**src/rtl/modem_ctl_status.sv**
```systemverilog
module modem_ctl_status #(
  parameter int         SYNC_STAGES = 2,
  parameter logic [3:0] LINE_RST    = 4'b1011
) (
  input  logic       clk,
  input  logic       rst_n,
  input  logic       ctl_we,
  input  logic [7:0] ctl_wdata,
  output logic [7:0] ctl_rdata,
  input  logic       sts_re,
  output logic [7:0] sts_rdata,
  input  logic       cts_in,
  input  logic       dsr_in,
  input  logic       dcd_in,
  input  logic       ri_in,
  output logic       rts_out,
  output logic       dtr_out,
  output logic       out1_out,
  output logic       out2_out,
  output logic       any_delta
);

  localparam int         CTL_W   = 5;
  localparam logic [4:0] CTL_RST = 5'b01000;

  logic [3:0]       sync_q [SYNC_STAGES];
  logic [3:0]       line_now;
  logic [3:0]       line_q;
  logic [3:0]       delta_q;
  logic [3:0]       chg;
  logic [3:0]       new_d;
  logic [CTL_W-1:0] ctl_q;
  logic             loop;

  always_ff @(posedge clk) begin
    if (!rst_n) begin
      for (int i = 0; i < SYNC_STAGES; i++) sync_q[i] <= LINE_RST;
    end else begin
      sync_q[0] <= {dcd_in, ri_in, dsr_in, cts_in};
      for (int i = 1; i < SYNC_STAGES; i++) sync_q[i] <= sync_q[i-1];
    end
  end

  assign line_now = sync_q[SYNC_STAGES-1];
  assign loop     = ctl_q[4];
  assign chg      = line_q ^ line_now;
  assign new_d    = {chg[3], line_q[2] & ~line_now[2], chg[1], chg[0]};

  always_ff @(posedge clk) begin
    if (!rst_n) begin
      line_q  <= LINE_RST;
      delta_q <= '0;
      ctl_q   <= CTL_RST;
    end else begin
      line_q <= line_now;
      if (!loop) delta_q <= (sts_re ? 4'b0000 : delta_q) | new_d;
      if (ctl_we) ctl_q <= ctl_wdata[CTL_W-1:0];
    end
  end

  assign sts_rdata = loop ? {ctl_q[3], ctl_q[2], ctl_q[0], ctl_q[1], 4'b0000}
                          : {line_q, delta_q};
  assign ctl_rdata = {{(8-CTL_W){1'b0}}, ctl_q};
  assign dtr_out   = ctl_q[0] & ~loop;
  assign rts_out   = ctl_q[1] & ~loop;
  assign out1_out  = ctl_q[2] & ~loop;
  assign out2_out  = ctl_q[3] & ~loop;
  assign any_delta = |delta_q;

endmodule

```
**config.mk**
```make
export PLATFORM = sky130hd
export DESIGN_NAME = modem_ctl_status
export DESIGN_NICKNAME = d
export VERILOG_FILES = /design/src/rtl/modem_ctl_status.sv
export SDC_FILE = /design/constraint.sdc
export NUM_CORES = 1
export LEC_CHECK = 0
export BUFFER_PORTS_ARGS = -buffer_cell sky130_fd_sc_hd__buf_4
export CELL_PAD_IN_SITES_DETAIL_PLACEMENT = 0
export CELL_PAD_IN_SITES_GLOBAL_PLACEMENT = 2
export CORE_MARGIN = 2
export CORE_UTILIZATION = 23
export CTS_CLUSTER_DIAMETER = 150
export DETAILED_ROUTE_END_ITERATION = 8
export GPL_ROUTABILITY_DRIVEN = 0
export PLACE_DENSITY_LB_ADDON = 0.1
export SYNTH_ARGS = -nofsm -noshare
export SYNTH_HDL_FRONTEND = slang
export SYNTH_SLANG_ARGS = --single-unit
export TNS_END_PERCENT = 100
```
**constraint.sdc**
```tcl
create_clock -name clk -period 0.9 [get_ports clk]
set_input_delay 0.045 -clock clk [delete_from_list [all_inputs] [get_ports clk]]
set_output_delay 0.045 -clock clk [all_outputs]
set_load 0.01 [all_outputs]
```
==> results of run 1 <==
logic make-up (layout without fill, tap and decap cells):
logic type	after synthesis	count (layout)	synth area share [%]
buf+inv	8	54	6.40
mux	8	8	10.7
simple gates	35	35	25.0
flops	21	21	51.2
xor+xnor	3	3	3.20
other cells	1	3	0.457
compound gates	4	4	3.05
worst max-delay path, cell delays in order (launching register included):
cell	delay [ns]
dfxtp_2	0.34
or4_4	0.52
buf_6	0.13
cells in the mapped netlist:
master / n / area [um^2]
xnor2_1: 3 / 26.3
buf_6: 1 / 11.3
nor2_1: 1 / 3.75
nor2b_2: 1 / 8.76
or4_1: 1 / 7.51
and2_1: 4 / 25.0
nor2b_1: 11 / 68.8
mux2_4: 1 / 15.0
mux2i_1: 5 / 50.1
buf_2: 3 / 15.0
inv_1: 1 / 3.75
o22ai_1: 4 / 25.0
nand2b_1: 11 / 68.8
mux2_1: 2 / 22.5
dfxtp_1: 21 / 420
nand2_1: 6 / 22.5
buf_4: 3 / 22.5
conb_1: 1 / 3.75
area by class of cell:
| type | instances | area [um^2] |
|---|---|---|
| clock buffers | 3 | 22.5 |
| clock inverters | 1 | 5.00 |
| fillers | 335 | 1980 |
| inverters | 1 | 3.75 |
| multi-input cells | 53 | 442 |
| flip-flops and latches | 21 | 432 |
| well taps | 46 | 57.6 |
| repair buffers | 49 | 448 |
placed cells by master (no fill, tap or decap), drive strengths merged, types with 3 or more instances in the layout:
cell and count:
nand2 6, dfxtp 21, o22ai 4, nand2b 11
dlygate4sd3 8, mux2i 5, conb 3, xnor2 3
nor2b 12, clkbuf 3, mux2 3, buf 41
and2 4
per-layer routing:
layer	vias up	global-route usage, %	share of wire (%)
met1	292	11.5	47
met3	2	4.05	6.1
met4	0	3.26	1.0
met2	24	15.8	46
li1	346	-	-
met5	-	0	0
stage by stage:
stage                     cell area (um^2)  total power, W
after floorplan                        833         0.00119
after global placement                1120         0.00134
after detailed placement              1120         0.00134
after CTS                             1360         0.00191
after global routing                  1410         0.00202
final                                 1410         0.00189
sequential cells by signal, summed over array words and instances (netlist names):
register  cells
ctl_q         5
delta_q       4
line_q        4
sync_q        8
power by group through the flow:
stage	Sequential [W]	Combinational (W)	Clock, W
6_report	0.00101	0.000431	0.000455
3_5_place_dp	0.00103	0.000311	0
3_3_place_gp	0.00103	0.000310	0
5_1_grt	0.00102	0.000463	0.000544
2_1_floorplan	0.00103	0.000161	0
4_1_cts	0.00101	0.000412	0.000489
how the worst max path moves through the flow:
| stage | from | endpoint | slack (ns) | cells past startpoint |
|---|---|---|---|---|
| finish | delta_q[3] | any_delta | -0.44 | 2 |
| global route | delta_q[3] | any_delta | -0.49 | 2 |
| CTS | delta_q[1] | any_delta | -0.46 | 2 |
| detailed placement | delta_q[3] | any_delta | -0.10 | 2 |
| global placement | delta_q[3] | any_delta | -0.11 | 2 |
| floorplan | ctl_q[4] | sts_rdata[4] | -0.0009 | 2 |
repair_timing:
item | CTS | global route
buffers inserted | 4 | 3
gates resized for setup | 29 | 15
hold buffers | 8 | 0
setup endpoints to repair | 17 | 20
endpoints found under the hold margin | 8 | 0
pin swaps | 6 | 3
==> metrics.md, run 1 <==
| Metric | Value |
|---|---|
| Die H | `63.7 um` |
| Layout cell share with drive strength beyond 1 | `53.9%` |
| Root Buffer | `clkbuf_4` |
| Largest net degree at the start of global routing | `23` |
| Max Slew Vio Count | `0` |
| Clock Sinks | `21` |
| Ports | `37` |
| Num CTS Buffers | `3` |
| Clock Skews | `0.00558 ns` |
| Critical path arrival | `1.30 ns` |
| Tmin final | `1.34 ns` |
| Clock slew at reported path FFs | `0.12 ns` |
| H-tree depth | `1` |
| Avg Synthesized Cell Area | `10.3 um^2` |
| Total gr overflow | `0` |
| Crit start category | `flip-flop` |
| Sw Ratio | `25.1%` |
| Leak Pwr | `0.628 nW` |
| Final Non-Filler Cells | `174` |
| FF-to-FF path depth | `5` |
| Sequential area share after synthesis | `51.2%` |
| CTS Buffer Depth | `2` |
| First-pass GRT wire length | `2950 um` |
| Status | `finished, violations left` |
| Critical path type | `flip-flop to primary output` |
| Min-Delay Path Class | `input pin to flip-flop` |
| Fmax | `746 MHz` |
| Max VDD drop | `1050 uV` |
| Switching power | `0.000476 W` |
| Worst hold start | `ctl_wdata[4]` |
| Hold path depth | `3` |
| DP Worst Slack | `-0.103 ns` |
| Clock group share of total power | `24.0%` |
| Die width | `63.7 um` |
| # DRC | `0` |
| PortBufs | `30` |
| Tot GR Track Use | `9.69%` |
| Mapped cell area | `821 um^2` |
| Row cnt | `21` |
| Failing checks | `setup timing` |
| Total core area | `3390 um^2` |
| Crit path required time | `0.85 ns` |
| Final Hold Vio Count | `0` |
| Internal | `0.00142 W` |
| Initial Utilization | `24.2%` |
| Final #Nets | `145` |
| Full die area | `4060 um^2` |
| Synth warn | `0` |
| Antenna violations before repair | `0` |
| Crit Reg-Reg Startpoint | `ctl_q[4]` |
| Placed cell count | `158` |
| Combinational share of power | `22.7%` |
| Final Util | `41.6%` |
| Vias in the first global route | `611` |
| Fin crit share | `149%` |
| Critical path peak fanout | `2` |
| PnR worst setup slack | `-0.441 ns` |
| Final HPWL DP | `1210 um` |
| CTS tree | `done` |
| Fin Hold WS | `0.00527 ns` |
| # diodes | `0` |
| Netlist cell types | `18` |
| Antenna Nets Post-Route | `0` |
| R2R setup slack | `-0.22 ns` |
| Hold path endpoint | `ctl_q[4]` |
| Post-DR vias/cell | `3.82` |
| Final setup vio count | `18` |
| DR vias | `664` |
| Initial drt markers | `11` |
| RSZ-0062 raised after global routing | `true` |
| PwrDens | `1340 nW/um^2` |
| DRT Pass-1 Iters | `3` |
| #FFs+latches synth | `21` |
| Avg WL per Cell | `10.8 um` |
| Total Neg Setup Slack | `-4.81 ns` |
| Reg power frac | `53.3%` |
| Worst reg2reg path endpoint | `delta_q[0]` |
| Area grow syn2layout | `71.8%` |
| Post-Syn Instances | `80` |
| CP Capture Type | `primary output` |
| Max-Cap Viols | `0` |
| Routed Wire Length | `1890 um` |
| Skew-Pair Late Insertion Delay | `0.30 ns` |
Power figures use the tool's default switching activity.
==> run 2, diff against run 1 <==
- GPL_TIMING_DRIVEN: default -> 0
==> metrics.md, run 2 (synthesis results as in run 1) <==
| Metric | Value |
|---|---|
| Slowest cell on the critical path | `or4_4` |
| Ports | `37` |
| Die H | `63.7 um` |
| Layout cell share with drive strength beyond 1 | `51.1%` |
| R2R setup slack | `-0.07 ns` |
| Row cnt | `21` |
| CP Capture Type | `primary output` |
| Hold path depth | `3` |
| Worst reg2reg path endpoint | `delta_q[2]` |
| Leak Pwr | `0.630 nW` |
| Max VDD drop | `1060 uV` |
| Clock Sinks | `21` |
| Skew-Pair Late Insertion Delay | `0.30 ns` |
| # DRC | `0` |
| Critical path peak fanout | `2` |
| Commonest non-fill, non-tap cell in the layout | `buf_4` |
| RSZ-0062 raised after global routing | `true` |
| FF-to-FF path depth | `4` |
| Total gr overflow | `0` |
| Clock Skews | `0.00595 ns` |
| Num CTS Buffers | `3` |
| Power, Total | `0.00190 W` |
| Initial Utilization | `24.2%` |
| Crit Reg-Reg Startpoint | `ctl_q[4]` |
| Failing checks | `setup timing` |
| Full die area | `4060 um^2` |
| Initial drt markers | `11` |
| Antenna violations before repair | `0` |
| Critical path type | `flip-flop to primary output` |
| H-tree depth | `1` |
| Status | `finished, violations left` |
| Worst-path cell chain | `or4_4 -> buf_6` |
| Placed inst area | `1110 um^2` |
| Max Slew Vio Count | `0` |
| Tot GR Track Use | `8.99%` |
| Final setup vio count | `17` |
| Vias in the first global route | `604` |
| Final HPWL DP | `1250 um` |
| Final Cell Area | `1410 um^2` |
| Min-Delay Path Class | `input pin to flip-flop` |
| Final #Nets | `148` |
| Post-DR vias/cell | `3.75` |
| Fin crit share | `149%` |
| PnR worst setup slack | `-0.442 ns` |
| Root Buffer | `clkbuf_4` |
| Avg WL per Cell | `10.3 um` |
| Final Util | `41.6%` |
| Top reg by flops | `sync_q` |
| Critical path arrival | `1.30 ns` |
| # diodes | `0` |
| Highest-count cells in the layout ignoring fill and taps | `buf_4, dfxtp_1, buf_6, nor2b_1, dlygate4sd3_1` |
| Tmin final | `1.34 ns` |
| CTS Buffer Depth | `2` |
| Total core area | `3390 um^2` |
| Regs by FF count | `sync_q: 8 flops, ctl_q: 5 flops` |
| Antenna Nets Post-Route | `0` |
| Crit path required time | `0.85 ns` |
| PwrDens | `1340 nW/um^2` |
| Max-Cap Viols | `0` |
| Placed cell count | `157` |
| Area grow syn2layout | `72.0%` |
| Crit-path max cell delay | `0.53 ns` |
| Final Hold Vio Count | `0` |
| Final Non-Filler Cells | `177` |
| PortBufs | `29` |
| Routed Wire Length | `1820 um` |
| DR vias | `663` |
| CTS tree | `done` |
| Largest register FFs | `8` |
| Fmax | `745 MHz` |
| Crit start category | `flip-flop` |
| First-pass GRT wire length | `2770 um` |
| Die width | `63.7 um` |
| Fillers | `354` |
| Hold path endpoint | `ctl_q[3]` |
| DRT Pass-1 Iters | `3` |
| Clock slew at reported path FFs | `0.12 ns` |
| Largest net degree at the start of global routing | `14` |
| Worst hold start | `ctl_we` |
-- run 2: area by class of cell --
class                           count  area [um^2]  share of cell area (%)
Clock buffer                        3         22.5                    1.60
Sequential cell                    21          433                    30.7
Inverter                            1         3.75                   0.266
Multi-Input combinational cell     53          419                    29.7
Timing Repair Buffer               45          415                    29.4
Tap cell                           46         57.6                    4.08
Buffer                              7         52.6                    3.72
Clock inverter                      1         7.51                   0.532
-- run 2: repair_timing --
item | in CTS | in global routing
pin swaps | 1 | 1
gates cloned | 0 | 0
endpoints found under the setup margin | 16 | 21
gates resized for setup | 15 | 21
endpoints found under the hold margin | 10 | 0
setup buffers | 4 | 2
hold buffers | 10 | 0
-- run 2: where the power goes --
group | switching, W | internal, W
combinational | 0.000149 | 0.000271
clock | 0.000298 | 0.000169
sequential | 0.0000333 | 0.000976
-- run 2: per-stage QoR --
| step | TNS [ns] | hold WS (ns) | setup WS, ns |
|---|---|---|---|
| 2_1_floorplan | -0.000869 | 0.118 | -0.000869 |
| 6_report | -4.43 | 0.0863 | -0.442 |
| 3_3_place_gp | -0.521 | 0.228 | -0.198 |
| 3_5_place_dp | -0.511 | 0.232 | -0.198 |
| 5_1_grt | -5.37 | 0.124 | -0.495 |
| 4_1_cts | -4.06 | 0.0805 | -0.468 |
-- run 2: worst max path at each step --
stage / start / endpoint / slack (ns)
2_1_floorplan: ctl_q[4] / sts_rdata[4] / -0.0009
3_3_place_gp: ctl_q[4] / sts_rdata[4] / -0.20
3_5_place_dp: ctl_q[4] / sts_rdata[4] / -0.20
4_1_cts: delta_q[2] / any_delta / -0.47
5_1_grt: delta_q[2] / any_delta / -0.50
6_report: delta_q[2] / any_delta / -0.44
-- run 2: critical path, delay by kind of cell (launching register included) --
family / cells / cell delay (ns)
buffers and inverters: 1 / 0.14
DFF: 1 / 0.34
and+or+nand+nor: 1 / 0.53
-- run 2: metal layers --
layer / vias up / wire, um / global-route usage (%)
met3: 2 / 107 / 3.70
met2: 22 / 866 / 14.9
li1: 351 / - / -
met4: 0 / 19 / 2.45
met5: - / 0 / 0
met1: 288 / 823 / 10.7
